--- src/rtl/alert_cmp_pkg.sv ---
package alert_cmp_pkg;
   localparam int unsigned REG_W = 16;
   localparam int unsigned QUEUE_W = 2;
   localparam logic [QUEUE_W-1:0] QUEUE_OFF = '1;

   typedef struct packed {
      logic [10:0]        spare;
      logic               window;
      logic               act_high;
      logic               latch;
      logic [QUEUE_W-1:0] queue;
   } cfg_t;
endpackage

--- src/rtl/alert_regs.sv ---
module alert_regs
   import alert_cmp_pkg::*;
#(
   parameter int unsigned RES_BITS = 12,
   parameter int unsigned ADDR_W   = 8,
   parameter logic [REG_W-1:0] CFG_RST = 16'h0003
) (
   input  logic                     clk,
   input  logic                     rst_n,
   input  logic [ADDR_W-1:0]        reg_addr,
   input  logic                     reg_wr,
   input  logic [REG_W-1:0]         reg_wdata,
   input  logic                     reg_rd,
   output logic [REG_W-1:0]         reg_rdata,
   input  logic                     res_valid,
   input  logic [RES_BITS-1:0]      res_data,
   output logic [REG_W-1:0]         res_just,
   output cfg_t                     cfg,
   output logic [REG_W-1:0]         lo_th,
   output logic [REG_W-1:0]         hi_th,
   output logic [REG_W-1:0]         conv_val,
   output logic                     cfg_wr,
   output logic                     conv_rd
);
   localparam int unsigned PAD = REG_W - RES_BITS;
   localparam logic [ADDR_W-1:0] AD_CONV = ADDR_W'(0);
   localparam logic [ADDR_W-1:0] AD_CFG  = ADDR_W'(1);
   localparam logic [ADDR_W-1:0] AD_LO   = ADDR_W'(2);
   localparam logic [ADDR_W-1:0] AD_HI   = ADDR_W'(3);

   logic [REG_W-1:0] th_mask;

   generate
      if (PAD == 0) begin : g_full
         assign res_just = res_data;
         assign th_mask  = '1;
      end else begin : g_left
         assign res_just = {res_data, {PAD{1'b0}}};
         assign th_mask  = {{RES_BITS{1'b1}}, {PAD{1'b0}}};
      end
   endgenerate

   assign cfg_wr  = reg_wr && (reg_addr == AD_CFG);
   assign conv_rd = reg_rd && (reg_addr == AD_CONV);

   always_ff @(posedge clk or negedge rst_n) begin
      if (!rst_n) begin
         cfg      <= cfg_t'(CFG_RST);
         lo_th    <= 16'h8000;
         hi_th    <= 16'h7FFF & th_mask;
         conv_val <= '0;
      end else begin
         if (cfg_wr) cfg <= cfg_t'(reg_wdata);
         if (reg_wr && reg_addr == AD_LO) lo_th <= reg_wdata & th_mask;
         if (reg_wr && reg_addr == AD_HI) hi_th <= reg_wdata & th_mask;
         if (res_valid) conv_val <= res_just;
      end
   end

   always_comb begin
      unique case (reg_addr)
         AD_CONV: reg_rdata = conv_val;
         AD_CFG:  reg_rdata = cfg;
         AD_LO:   reg_rdata = lo_th;
         AD_HI:   reg_rdata = hi_th;
         default: reg_rdata = '0;
      endcase
   end
endmodule

--- src/rtl/alert_fault_q.sv ---
module alert_fault_q
   import alert_cmp_pkg::*;
#(
   parameter int unsigned CNT_W = 3
) (
   input  logic               clk,
   input  logic               rst_n,
   input  logic               clr,
   input  logic               sample,
   input  logic               fault,
   input  logic [QUEUE_W-1:0] queue,
   output logic               run_done,
   output logic [CNT_W-1:0]   run_cnt
);
   localparam logic [CNT_W-1:0] MAX_RUN = CNT_W'(1) << (CNT_W - 1);

   logic [CNT_W-1:0] need;
   logic [CNT_W-1:0] inc;

   generate
      if (CNT_W != (1 << QUEUE_W) - 1) begin : g_bad
         $error("alert_fault_q: CNT_W must match the queue field width");
      end
   endgenerate

   assign need     = CNT_W'(1) << queue;
   assign inc      = (run_cnt == MAX_RUN) ? MAX_RUN : run_cnt + CNT_W'(1);
   assign run_done = sample && fault && !clr && (inc >= need);

   always_ff @(posedge clk or negedge rst_n) begin
      if (!rst_n)      run_cnt <= '0;
      else if (clr)    run_cnt <= '0;
      else if (sample) run_cnt <= fault ? inc : '0;
   end
endmodule

--- src/rtl/alert_out_stage.sv ---
module alert_out_stage (
   input  logic clk,
   input  logic rst_n,
   input  logic dis,
   input  logic hold,
   input  logic sample,
   input  logic trip,
   input  logic release_ok,
   input  logic latch,
   input  logic clr_rd,
   input  logic act_high,
   output logic alert_st,
   output logic alert_pin
);
   logic act;

   always_ff @(posedge clk or negedge rst_n) begin
      if (!rst_n)       alert_st <= 1'b0;
      else if (dis)     alert_st <= 1'b0;
      else if (trip)    alert_st <= 1'b1;
      else if (latch) begin
         if (clr_rd)    alert_st <= 1'b0;
      end else if (sample && !hold && release_ok)
                        alert_st <= 1'b0;
   end

   assign act       = alert_st && !dis;
   assign alert_pin = act_high ? act : !act;
endmodule

--- src/rtl/alert_thresh_comparator.sv ---
module alert_thresh_comparator
   import alert_cmp_pkg::*;
#(
   parameter int unsigned RES_BITS = 12,
   parameter int unsigned ADDR_W   = 8,
   parameter logic [15:0] CFG_RST  = 16'h0003
) (
   input  logic                clk,
   input  logic                rst_n,
   input  logic [ADDR_W-1:0]   reg_addr,
   input  logic                reg_wr,
   input  logic [15:0]         reg_wdata,
   input  logic                reg_rd,
   output logic [15:0]         reg_rdata,
   input  logic                res_valid,
   input  logic [RES_BITS-1:0] res_data,
   output logic                alert_pin
);
   localparam int unsigned CNT_W = (1 << QUEUE_W) - 1;

   generate
      if (RES_BITS < 2 || RES_BITS > REG_W) begin : g_bad_res
         $error("alert_thresh_comparator: RES_BITS out of range");
      end
      if (ADDR_W < 2) begin : g_bad_addr
         $error("alert_thresh_comparator: ADDR_W too small");
      end
   endgenerate

   cfg_t             cfg;
   logic [REG_W-1:0] res_just, lo_th, hi_th, conv_val;
   logic             cfg_wr, conv_rd;
   logic             dis, fault, release_ok, run_done, alert_st;
   logic [CNT_W-1:0] run_cnt;
   logic signed [REG_W-1:0] res_s, lo_s, hi_s;

   alert_regs #(.RES_BITS(RES_BITS), .ADDR_W(ADDR_W), .CFG_RST(CFG_RST)) u_regs (
      .clk(clk), .rst_n(rst_n), .reg_addr(reg_addr), .reg_wr(reg_wr),
      .reg_wdata(reg_wdata), .reg_rd(reg_rd), .reg_rdata(reg_rdata),
      .res_valid(res_valid), .res_data(res_data), .res_just(res_just),
      .cfg(cfg), .lo_th(lo_th), .hi_th(hi_th), .conv_val(conv_val),
      .cfg_wr(cfg_wr), .conv_rd(conv_rd)
   );

   assign res_s = res_just;
   assign lo_s  = lo_th;
   assign hi_s  = hi_th;
   assign dis   = (cfg.queue == QUEUE_OFF);

   always_comb begin
      fault      = (res_s > hi_s) || (cfg.window && (res_s < lo_s));
      release_ok = cfg.window ? !fault : (res_s <= lo_s);
   end

   alert_fault_q #(.CNT_W(CNT_W)) u_queue (
      .clk(clk), .rst_n(rst_n), .clr(cfg_wr || dis), .sample(res_valid),
      .fault(fault), .queue(cfg.queue), .run_done(run_done), .run_cnt(run_cnt)
   );

   alert_out_stage u_out (
      .clk(clk), .rst_n(rst_n), .dis(dis), .hold(cfg_wr), .sample(res_valid),
      .trip(run_done), .release_ok(release_ok), .latch(cfg.latch),
      .clr_rd(conv_rd), .act_high(cfg.act_high), .alert_st(alert_st),
      .alert_pin(alert_pin)
   );
endmodule

--- config.mk ---
export PLATFORM = sky130hd
export DESIGN_NAME = alert_thresh_comparator
export DESIGN_NICKNAME = d
export VERILOG_FILES = /design/src/rtl/alert_cmp_pkg.sv /design/src/rtl/alert_regs.sv /design/src/rtl/alert_fault_q.sv /design/src/rtl/alert_out_stage.sv /design/src/rtl/alert_thresh_comparator.sv
export SDC_FILE = /design/constraint.sdc
export NUM_CORES = 1
export LEC_CHECK = 0
export ABC_AREA = 1
export BUFFER_PORTS_ARGS = -buffer_cell sky130_fd_sc_hd__buf_2
export CORE_MARGIN = 2
export CORE_UTILIZATION = 45
export CTS_BUF_LIST = sky130_fd_sc_hd__clkbuf_4 sky130_fd_sc_hd__clkbuf_8
export DETAILED_ROUTE_END_ITERATION = 16
export GPL_TIMING_DRIVEN = 1
export PLACE_DENSITY = 0.63
export SLEW_MARGIN = 40
export SYNTH_ARGS = -nofsm -noshare
export SYNTH_HDL_FRONTEND = slang
export SYNTH_SLANG_ARGS = --single-unit
--- constraint.sdc ---
create_clock -name clk -period 2.35 [get_ports clk]
set_input_delay 0.235 -clock clk [delete_from_list [all_inputs] [get_ports clk]]
set_output_delay 0.235 -clock clk [all_outputs]
set_load 0.02 [all_outputs]
Yosys cells after proc, flatten, opt, wreduce, memory -nomap -nowiden
Index checks and enable logic that the tools add are counted.
{"block": "totals", "regBits": 56, "out_inout_bits": 17, "word_cells": 56}
{"block": "classes", "add_sub_neg": 1, "order_cmp": 4, "eq_ne": 6, "shifts": 1, "mux": 12, "reduce_logical": 22}
{"op": "one-hot mux 16 bit (4 select lines)", "n": 1}
{"op": "== test 8 x 2 -> 1 bit (second input constant)", "n": 2}
{"op": "greater-than comparator 16 bit", "n": 1}
{"op": "<= comparator 16 bit", "n": 1}
{"op": "less-than comparator 16 bit", "n": 1}
{"op": "2-to-1 mux 3 bit", "n": 4}
{"op": "logical AND 1 bit", "n": 11}
{"op": "== test 8 x 1 -> 1 bit (second input constant)", "n": 1}
{"op": "zero test 8 bit", "n": 1}
{"op": "2-to-1 mux 1 bit", "n": 7}
{"op": "zero test 1 bit", "n": 5}
{"op": "inequality test 4 bit (second input constant)", "n": 1}
{"op": "nonzero test 4 bit", "n": 1}
{"op": "adder 3 x 1 -> 3 bit (second input constant)", "n": 1}
{"op": "== test 3 bit (second input constant)", "n": 1}
{"op": ">= comparator 3 bit", "n": 1}
{"op": "left shift 1 x 2 -> 3 bit (first input constant)", "n": 1}
{"op": "== test 2 bit (second input constant)", "n": 1}
{"op": "logical OR 1 bit", "n": 2}
{"op": "AND reduction 2 bit", "n": 1}
{"op": "nonzero test 2 bit", "n": 1}

Longest topological paths before layout
Gate-level depths: netlist of run 1.
{"block": "depth", "word_depth": 10, "depth_mapped": 16, "depth_no_buf": 16}

Cells and area by module
A second synthesis of run 1 with hierarchy kept.
{"block": "unflattened", "hier_cells": 579, "area_unflattened_um2": 4155.2}
{"mod": "alert_regs", "n_inst": 1, "cells_each": 371, "area_each_um2": 2857.7, "seq_area_each_um2": 1318.8}
{"mod": "alert_thresh_comparator", "n_inst": 1, "cells_each": 157, "area_each_um2": 942.2, "seq_area_each_um2": 0.0}
{"mod": "alert_fault_q", "n_inst": 1, "cells_each": 39, "area_each_um2": 274.0, "seq_area_each_um2": 75.1}
{"mod": "alert_out_stage", "n_inst": 1, "cells_each": 12, "area_each_um2": 81.3, "seq_area_each_um2": 25.0}

Least setup slack after synthesis of run 1
No wires, ideal clock.
{"block": "synth_timing", "kind": "register -> register", "from": "reg u_regs.lo_th[15]", "to": "reg u_out.alert_st", "setup_time_ns": 0.117, "t_arrival_ns": 1.680, "path_slack_ns": 0.553, "path_stages_with_launch": 15, "path_buffers": 0, "path_cell_list": "dfstp_2 inv_1 ha_1 nand2_1 nor2_1 and2_1 nand2_1 nand3_1 nand2_1 nand3_1 nand2_2 nand2_1 nand2_1 nand2_1 nand2_1"}
{"block": "synth_via", "elab_chain_len": 8, "word_cells_on_any_way": 15}
{"item": "start: declaration", "line_no": "alert_regs.sv:19", "rtl": "output logic [REG_W-1:0] lo_th,"}
{"item": "start signal: assignment", "line_no": "alert_regs.sv:54", "rtl": "if (reg_wr && reg_addr == AD_LO) lo_th <= reg_wdata & th_mask;"}
{"item": "less-than comparator 16 bit", "line_no": "alert_thresh_comparator.sv:51", "rtl": "fault = (res_s > hi_s) || (cfg.window && (res_s < lo_s));"}
{"item": "logical AND 1 bit", "line_no": "alert_thresh_comparator.sv:51"}
{"item": "logical OR 1 bit", "line_no": "alert_thresh_comparator.sv:51"}
{"item": "zero test 1 bit / logical AND 1 bit (equally long branches)", "line_no": "alert_thresh_comparator.sv:52, alert_fault_q.sv:28"}
{"item": "2-to-1 mux 1 bit / logical AND 1 bit (equally long branches)", "line_no": "alert_thresh_comparator.sv:52, alert_fault_q.sv:28"}
{"item": "logical AND 1 bit, on equally long branches", "line_no": "alert_out_stage.sv:23, alert_fault_q.sv:28"}
{"item": "nonzero test 4 bit (no line), or another cell as far along"}
{"item": "AND reduction 2 bit (no line) / 2-to-1 mux 1 bit (equally long branches)"}
{"item": "end signal: assignment", "line_no": "alert_out_stage.sv:20", "rtl": "else if (trip) alert_st <= 1'b1;"}
{"item": "end signal: assignment", "line_no": "alert_out_stage.sv:22", "rtl": "if (clr_rd) alert_st <= 1'b0;"}
{"item": "end signal: assignment", "line_no": "alert_out_stage.sv:24", "rtl": "alert_st <= 1'b0;"}
{"item": "end: declaration", "line_no": "alert_out_stage.sv:12", "rtl": "output logic alert_st,"}
Parallel ways exist; a longest one is shown, timed or not.
A chain may end at the register's enable or synchronous reset.

Worst setup path in the final report of run 1
Same ends and word-level chain as after synthesis.

==> results of run 1 <==
layer usage:
metal	wire length [um]	track usage	vias up
met1	3800	0.280	1352
li1	-	-	1473
met4	158	0.0568	0
met5	0	0	-
met3	410	0.0359	13
met2	3720	0.359	60
sequential cells by signal, indices dropped and copies added (netlist names):
| signal | cells |
|---|---|
| u_regs.lo_th | 12 |
| u_regs.cfg | 16 |
| u_queue.run_cnt | 3 |
| u_regs.conv_val | 12 |
| u_out.alert_st | 1 |
| u_regs.hi_th | 12 |
worst max-delay path, cell delays in order (launching register included):
cell	delay (ns)
dfstp_2	0.55
inv_1	0.05
ha_1	0.32
nand2_1	0.08
nor2_1	0.13
and2_1	0.16
nand2_1	0.07
nand3_1	0.07
nand2_1	0.06
nand3_1	0.08
nand2_2	0.09
nand2_1	0.07
nand2_1	0.05
nand2_1	0.05
nand2_1	0.04
stage by stage:
stage                     total power [uW]  std cells
after floorplan                       1270        420
after global placement                1380        568
after detailed placement              1390        568
after CTS                             2030        576
after global routing                  2120        576
final                                 2010        576
logic make-up (layout without fill, tap and decap cells):
family | after synthesis | after routing | synth area share
AOI/OAI and AO/OA | 66 | 66 | 0.116
xor gates and xnor gates | 1 | 1 | 0.00258
adders and majority gates | 29 | 29 | 0.107
buffers and inverters | 81 | 138 | 0.0954
DFF | 56 | 56 | 0.418
muxes | 11 | 11 | 0.0365
and+or+nand+nor | 176 | 176 | 0.226
layout make-up:
cell class                 instances  share of cell area
clock buffer                       6              0.0196
clock inverter                     2             0.00901
inverter                          68              0.0657
multi-input combinational        283               0.426
sequential                        56               0.365
tap                               99              0.0319
timing repair buffer              62              0.0830
how the worst max path moves through the flow:
| stage | slack [ns] | endpoint | cells past startpoint | startpoint |
|---|---|---|---|---|
| after floorplan | 0.55 | u_out.alert_st | 14 | u_regs.lo_th[15] |
| after global placement | 0.45 | u_out.alert_st | 14 | u_regs.lo_th[15] |
| after detailed placement | 0.38 | u_out.alert_st | 14 | u_regs.lo_th[15] |
| after CTS | 0.36 | u_out.alert_st | 14 | u_regs.lo_th[15] |
| after global routing | 0.16 | u_out.alert_st | 14 | u_regs.lo_th[15] |
| final | 0.38 | u_out.alert_st | 14 | u_regs.lo_th[15] |
where the power goes:
group          internal [uW]  switching, uW
Sequential              1030           35.1
Combinational            125            180
Clock                    328            308
Total                   1480            522
synthesized netlist by cell type, drive strengths merged:
| cell type | instances |
|---|---|
| a21o | 2 |
| a21oi | 9 |
| a31oi | 1 |
| and2 | 1 |
| buf | 11 |
| clkbuf | 2 |
| dfrtp | 42 |
| dfstp | 14 |
| ha | 29 |
| inv | 68 |
| mux2 | 11 |
| nand2 | 126 |
| nand3 | 21 |
| nand4 | 8 |
| nor2 | 16 |
| nor3 | 1 |
| nor4 | 1 |
| o2111ai | 12 |
| o211ai | 1 |
| o21ai | 41 |
| or2 | 2 |
| xor2 | 1 |
==> impl_metrics.json, run 1 <==
{
  "maxSlewViolCount": 0,
  "setup_viol": 0,
  "cp-start-kind": "register",
  "multi_input_area_um2": 1660,
  "ios": 58,
  "num_rows": 31,
  "slew_headroom": 0.523,
  "antenna_found_initial": 0,
  "r2r_start": "u_regs.lo_th[15]",
  "drtAntennaViolNets": 0,
  "ir_worst_vdd_mv": 0.224,
  "num-fill-cells": 735,
  "grt_pass1_wl_um": 14000,
  "grt_start_max_net_pins": 57,
  "max_cap_violations": 0,
  "tns_ns": 0,
  "drive_gt1_frac": 0.235,
  "mostFrequentLayoutCells": "123 x nand2_1, 62 x inv_1, 57 x buf_2",
  "yosysUniqueCellTypes": 30,
  "place_area_um2": 3780,
  "design_area_um2": 3890,
  "setup_ws_ns": 0.376,
  "yosys.area.top_type": "dfrtp_1",
  "synthesis.nets": 490,
  "run_status": "complete, no violations",
  "wl_per_cell_um": 14.0,
  "cts_buffers": 5,
  "worst_slew_pin_slew_ns": 0.715,
  "cp_max_fo": 5,
  "dpl.hpwl_um": 5960,
  "synth_area_um2": 3400,
  "hold_path.class": "input port to asynchronous set/reset pin",
  "syn_inst": 420,
  "pre_cts_ws_ns": 0.381,
  "antenna_cells": 0,
  "synth-seq-area-share": 0.418,
  "rsz0062_at_grt": "false",
  "r2r_end": "u_out.alert_st",
  "clockRootBuffer": "clkbuf_8",
  "track_usage": 0.212,
  "core_um2": 7290,
  "firstDrtPassIters": 4,
  "fmax_mhz": 507,
  "power_density_nw_per_um2": 516,
  "rr_worst_depth": 14,
  "numClockSinks": 56,
  "arrival_ns": 2.18,
  "gp_congestion": 0.840,
  "final_util": 0.533,
  "leakagePower_uw": 0.00194,
  "fin_nets": 546,
  "wl_um": 8090,
  "path_class": "register to register",
  "cts_max_level": 2,
  "synth_warnings": 0,
  "vias_per_cell": 5.03,
  "start_util": 0.466,
  "drtIter0Drc": 95,
  "endpoint_kind": "register",
  "rrSetupSlack_ns": 0.38,
  "whs_ns": 0.0374,
  "fp.dieW_um": 90.9,
  "portBuffers": 57,
  "drc": 0,
  "die_area_um2": 8260,
  "skew_ns": 0.00587,
  "syn_to_final_growth_pct": 14.4,
  "clock_latency_ns": 0.31,
  "final_common_cell": "nand2_1",
  "synth_top_area_share": 0.309,
  "vias": 2898,
  "grt_pass1_vias": 2957,
  "seqCellArea_um2": 1420,
  "holdBufCountCts": 0,
  "cts_tree": "built",
  "clkTransAtPathRegs_ns": 0.10,
  "cts.path.max_buffers": 2,
  "synth.area.top_cells": "dfrtp_1 31%, nand2_1 14%, dfstp_2 11%",
  "post_cts_buffers": 0,
  "synth_seq_cells": 56,
  "cts_resized": 0,
  "dieHeight_um": 90.9,
  "avgSynthCellArea_um2": 8.09,
  "period_needed_ns": 1.97,
  "crit_required_ns": 2.56,
  "period_share": 0.840,
  "overflow": 0,
  "hold_viol": 0
}
Power figures use the tool's default switching activity.
==> run 2, diff against run 1 <==
- clock period: 2.35 -> 1.98 ns (I/O delays scaled with it)
==> run 2 against run 1 <==
Net effect:
- clock power up 4.7%
- largest cell class unchanged
- first-iteration DRC count up 4.2%
- utilization up 1.1 points
- worst setup slack worse by 0.28 ns
- cell count up 1.0%
- wire length down 1.3%
- largest power group unchanged
- die area unchanged
- critical path depth down 1
- power up 15%
==> impl_metrics.json, run 2 (synthesized netlist as in run 1, its figures left out) <==
{
  "fin_cells": 582,
  "top_register": "u_regs.cfg",
  "max_cap_violations": 0,
  "core_um2": 7290,
  "p_switching_uw": 614,
  "path_cells": "inv_1 -> ha_1 -> nand4_1 -> nor2_2 -> nand2_1 -> nand3_1 -> nand2_1 -> nand3_1 -> nand2_2 -> nand2_1 -> nand2_1 -> nand2_1 -> nand2_1",
  "ios": 58,
  "drc": 0,
  "vias_per_cell": 4.89,
  "die_area_um2": 8260,
  "power_density_nw_per_um2": 582,
  "place_area_um2": 3810,
  "overflow": 0,
  "r2r_start": "u_regs.hi_th[11]",
  "vias": 2847,
  "antenna_found_initial": 0,
  "cpMostUsedCell": "nand2_1",
  "setup_ws_ns": 0.0922,
  "period_needed_ns": 1.89,
  "design_area_um2": 3970,
  "clockRootBuffer": "clkbuf_8",
  "slowest_stage": "dfstp_2",
  "num_rows": 31,
  "mostFrequentLayoutCells": "119 x nand2_1, 61 x inv_1, 57 x buf_2",
  "maxSlewViolCount": 0,
  "hold_path.class": "input port to register",
  "largest_reg_flops": 16,
  "slew_headroom": 0.677,
  "final_common_cell": "nand2_1",
  "max_stage_delay_ns": 0.54,
  "gp_congestion": 0.853,
  "hold_viol": 0,
  "endpoint_kind": "register",
  "drtAntennaViolNets": 0,
  "cp-start-kind": "register",
  "skew_ns": 0.00733,
  "arrival_ns": 2.10,
  "path_class": "register to register",
  "drtIter0Drc": 99,
  "cts.path.max_buffers": 2,
  "tns_ns": 0,
  "grt_start_max_net_pins": 25,
  "syn_to_final_growth_pct": 16.7,
  "clock_latency_ns": 0.31,
  "fmax_mhz": 530,
  "wl_um": 7990,
  "place_inst": 573,
  "cts_buffers": 5,
  "post_cts_buffers": 0,
  "crit_required_ns": 2.19,
  "portBuffers": 57,
  "worstHoldStart": "reg_wdata[2]",
  "wl_per_cell_um": 13.7,
  "clkTransAtPathRegs_ns": 0.10,
  "worst_slew_pin_slew_ns": 0.483,
  "period_share": 0.953,
  "fin_nets": 552,
  "cts_tree": "built",
  "drive_gt1_frac": 0.265,
  "numClockSinks": 56,
  "leakagePower_uw": 0.00196,
  "sequentialPowerShare": 0.548,
  "grt_pass1_wl_um": 13800,
  "dpl.hpwl_um": 5990,
  "switching_share": 0.266,
  "ir_worst_vdd_mv": 0.301,
  "cp_max_fo": 5,
  "start_util": 0.466,
  "run_status": "complete, no violations",
  "antenna_cells": 0,
  "grt_pass1_vias": 2785,
  "track_usage": 0.208,
  "startpoint": "u_regs.hi_th[11]",
  "p_comb_frac": 0.163,
  "p_clk_frac": 0.289,
  "cts_max_level": 2,
  "fp.dieW_um": 90.9,
  "dieHeight_um": 90.9,
  "firstDrtPassIters": 4,
  "setup_viol": 0,
  "pre_cts_ws_ns": 0.0350,
  "p_int_uw": 1690
}
==> run 2: changes by cell type in the layout (fill, tap and decap cells not counted), moves of 2 or more <==
cell,previous run,this run
nor2_1,16,14
nand2_2,3,7
nand2_1,123,119
buf_4,5,10
==> run 2: path summary, 6_finish.rpt <==
path	to	slack, ns	cells after the start
setup / recovery	u_out.alert_st	0.09	13
hold / removal	u_regs.cfg[2]	0.1	3
setup reg to reg	u_out.alert_st	0.09	13
hold reg to reg	u_regs.hi_th[7]	0.48	2
max in group asynchronous	u_regs.hi_th[13]	0.92	3
min in group asynchronous	u_regs.cfg[9]	0.35	2
==> run 2: metrics by stage <==
step | hold WS [ns] | utilization | power, uW
2_1_floorplan | -0.0976 | - | 1510
3_3_place_gp | 0.168 | 0.523 | 1640
3_5_place_dp | 0.170 | 0.523 | 1650
4_1_cts | 0.0907 | 0.538 | 2330
5_1_grt | 0.0996 | 0.544 | 2450
6_report | 0.100 | 0.544 | 2310
==> run 2: area by class of cell <==
cell class              instances  area, um2
multi-input cells             283       1700
clock buffers                   8       97.6
flip-flops and latches         56       1420
repair buffers                 68        370
inverters                      68        255
fillers                       727       3330
well taps                      99        124
==> run 2: repair_timing <==
item                       in CTS  in global routing
hold endpoints to repair       14                  0
hold buffers                    1                  0
resized for setup               0                 12
setup endpoints to repair       0                  4
==> run 2: power by group through the flow <==
stage | Sequential [uW] | Clock, uW | Combinational, uW
floorplan | 1280 | 0 | 231
global placement | 1280 | 0 | 358
detailed placement | 1290 | 0 | 365
CTS | 1260 | 694 | 370
global route | 1270 | 737 | 440
finish | 1270 | 666 | 377
==> run 2: routing by layer <==
metal  track usage  share of wire
met2         0.345           0.47
met1         0.286           0.48
met4        0.0568          0.011
met3        0.0301          0.033
met5             0              0
==> run 2: critical path: cells and delay by family, from the launching register on <==
kind	cells	cell delay, ns
fa+ha+maj	1	0.30
buf+inv	1	0.05
flops	1	0.54
simple gates	11	0.90
==> run 3, diff against run 2 <==
- BUFFER_PORTS_ARGS: -buffer_cell sky130_fd_sc_hd__buf_2 -> -buffer_cell sky130_fd_sc_hd__clkbuf_2
==> run 3 against run 2 <==
Net effect:
- worst setup slack better by 0.015 ns
- fmax up 0.80%
- global-route usage down 0.29 points
- clock skew down 0.0023 ns
- power up 4.5%
- largest cell class unchanged
- sequential power about the same
- clock-buffer cell count down 3
- highest routed layer unchanged
- die area unchanged
- wire length up 0.48%
==> impl_metrics.json, run 3 (synthesized netlist as in run 1, its figures left out) <==
{
  "cpMostUsedCell": "nand2_1",
  "fmax_mhz": 534,
  "drc": 0,
  "numClockSinks": 56,
  "fin_nets": 553,
  "fp.dieW_um": 90.9,
  "holdPathStages": 3,
  "rrSetupSlack_ns": 0.11,
  "leakagePower_uw": 0.00197,
  "period_share": 0.946,
  "wl_per_cell_um": 13.8,
  "grt_pass1_vias": 2759,
  "path_class": "register to register",
  "endpoint_kind": "register",
  "cp_top_family": "simple AND/OR/NAND/NOR gates",
  "clock_latency_ns": 0.31,
  "setup_viol": 0,
  "overflow": 0,
  "clkTransAtPathRegs_ns": 0.10,
  "syn_to_final_growth_pct": 17.6,
  "portBuffers": 57,
  "max_cap_violations": 0,
  "critPathBufInv": 1,
  "setup_ws_ns": 0.107,
  "worst_slew_pin_slew_ns": 0.520,
  "slew_headroom": 0.653,
  "run_status": "complete, no violations",
  "wl_um": 8020,
  "startpoint": "u_regs.hi_th[11]",
  "pre_cts_ws_ns": 0.0363,
  "ios": 58,
  "r2r_end": "u_out.alert_st",
  "drive_gt1_frac": 0.258,
  "gp_congestion": 0.818,
  "grt_start_max_net_pins": 33,
  "period_needed_ns": 1.87,
  "cp_max_fo": 5,
  "cts.path.max_buffers": 2,
  "post_cts_buffers": 0,
  "drtAntennaViolNets": 0,
  "cts_max_level": 2,
  "cts_buffers": 5,
  "largest_reg_flops": 16,
  "maxSlewViolCount": 0,
  "dieHeight_um": 90.9,
  "num_rows": 31,
  "vias_per_cell": 4.96,
  "top_register": "u_regs.cfg",
  "mostFrequentLayoutCells": "122 x nand2_1, 62 x inv_1, 57 x clkbuf_2",
  "rr_worst_depth": 13,
  "cts_tree": "built",
  "drtIter0Drc": 104,
  "track_usage": 0.206,
  "crit_required_ns": 2.19,
  "arrival_ns": 2.08,
  "max_stage_delay_ns": 0.55,
  "whs_ns": 0.0910,
  "clockRootBuffer": "clkbuf_8",
  "cp-start-kind": "register",
  "path_depth": 13,
  "grt_pass1_wl_um": 13500,
  "start_util": 0.466,
  "vias": 2889,
  "antenna_found_initial": 0,
  "hold_path.class": "input port to register",
  "firstDrtPassIters": 4,
  "power_density_nw_per_um2": 604,
  "antenna_cells": 0,
  "hold_viol": 0,
  "critPathCapture": "u_out.alert_st",
  "dpl.hpwl_um": 6050,
  "r2r_start": "u_regs.hi_th[11]",
  "die_area_um2": 8260,
  "core_um2": 7290,
  "ir_worst_vdd_mv": 0.236,
  "path_cells": "inv_1 -> ha_1 -> nand4_1 -> nor2_2 -> nand2_1 -> nand3_1 -> nand2_1 -> nand3_2 -> nand2_4 -> nand2_1 -> nand2_1 -> nand2_1 -> nand2_1",
  "skew_ns": 0.00503,
  "slowest_stage": "dfstp_2",
  "power_uw": 2410,
  "final_common_cell": "nand2_1"
}
==> run 3: cell types whose count changed in the layout (fill, tap and decap cells not counted), sizes merged <==
cell,previous run,this run
buf,67,11
bufinv,0,1
clkbuf,8,62
clkinv,0,1
clkinvlp,0,1
==> run 3: area by class of cell <==
class,instances,area (um2)
inverter,68,255
fill,731,3290
tap,99,124
sequential,56,1420
multi-input combinational,283,1700
clock buffer,5,68.8
timing repair buffer,69,390
clock inverter,3,42.5
==> run 3: worst min path at each step <==
stage                  from             end  slack, ns
2_1_floorplan         rst_n  u_out.alert_st       -0.1
3_3_place_gp          rst_n   u_regs.cfg[3]       0.04
3_5_place_dp          rst_n   u_regs.cfg[3]       0.03
4_1_cts        reg_wdata[1]   u_regs.cfg[1]       0.09
5_1_grt        reg_wdata[0]   u_regs.cfg[0]       0.11
6_report       reg_wdata[1]   u_regs.cfg[1]       0.09
==> run 3: stage by stage <==
stage | TNS, ns | util | cells | instance area, um2
3_5_place_dp | 0 | 0.526 | 574 | 3830
6_report | 0 | 0.548 | 583 | 4000
4_1_cts | 0 | 0.542 | 583 | 3960
2_1_floorplan | 0 | - | 420 | 3400
5_1_grt | -0.00227 | 0.548 | 583 | 4000
3_3_place_gp | 0 | 0.526 | 574 | 3830
==> run 3: tightest hold or removal path, cell delays in order <==
cell and delay [ns]:
clkbuf_2 0.08, nand2_1 0.05, o21ai_0 0.08
==> run 3: what timing repair did <==
| action | 4_1_cts | 5_1_grt |
|---|---|---|
| hold endpoints to repair | 43 | 0 |
| setup endpoints to repair | 0 | 4 |
| hold buffers | 1 | 0 |
| resized for setup | 0 | 9 |
==> run 3: report_power, final <==
part | total, uW | internal [uW] | switching [uW]
Combinational | 383 | 160 | 222
Clock | 765 | 375 | 390
Sequential | 1270 | 1220 | 41.7
Total | 2410 | 1760 | 654
==> run 3: routing by layer <==
metal | up-vias | routed length [um] | GRT usage
met5 | - | 0 | 0
met4 | 0 | 110 | 0.0556
met2 | 67 | 3660 | 0.333
met3 | 10 | 366 | 0.0351
met1 | 1316 | 3890 | 0.286
li1 | 1496 | - | -
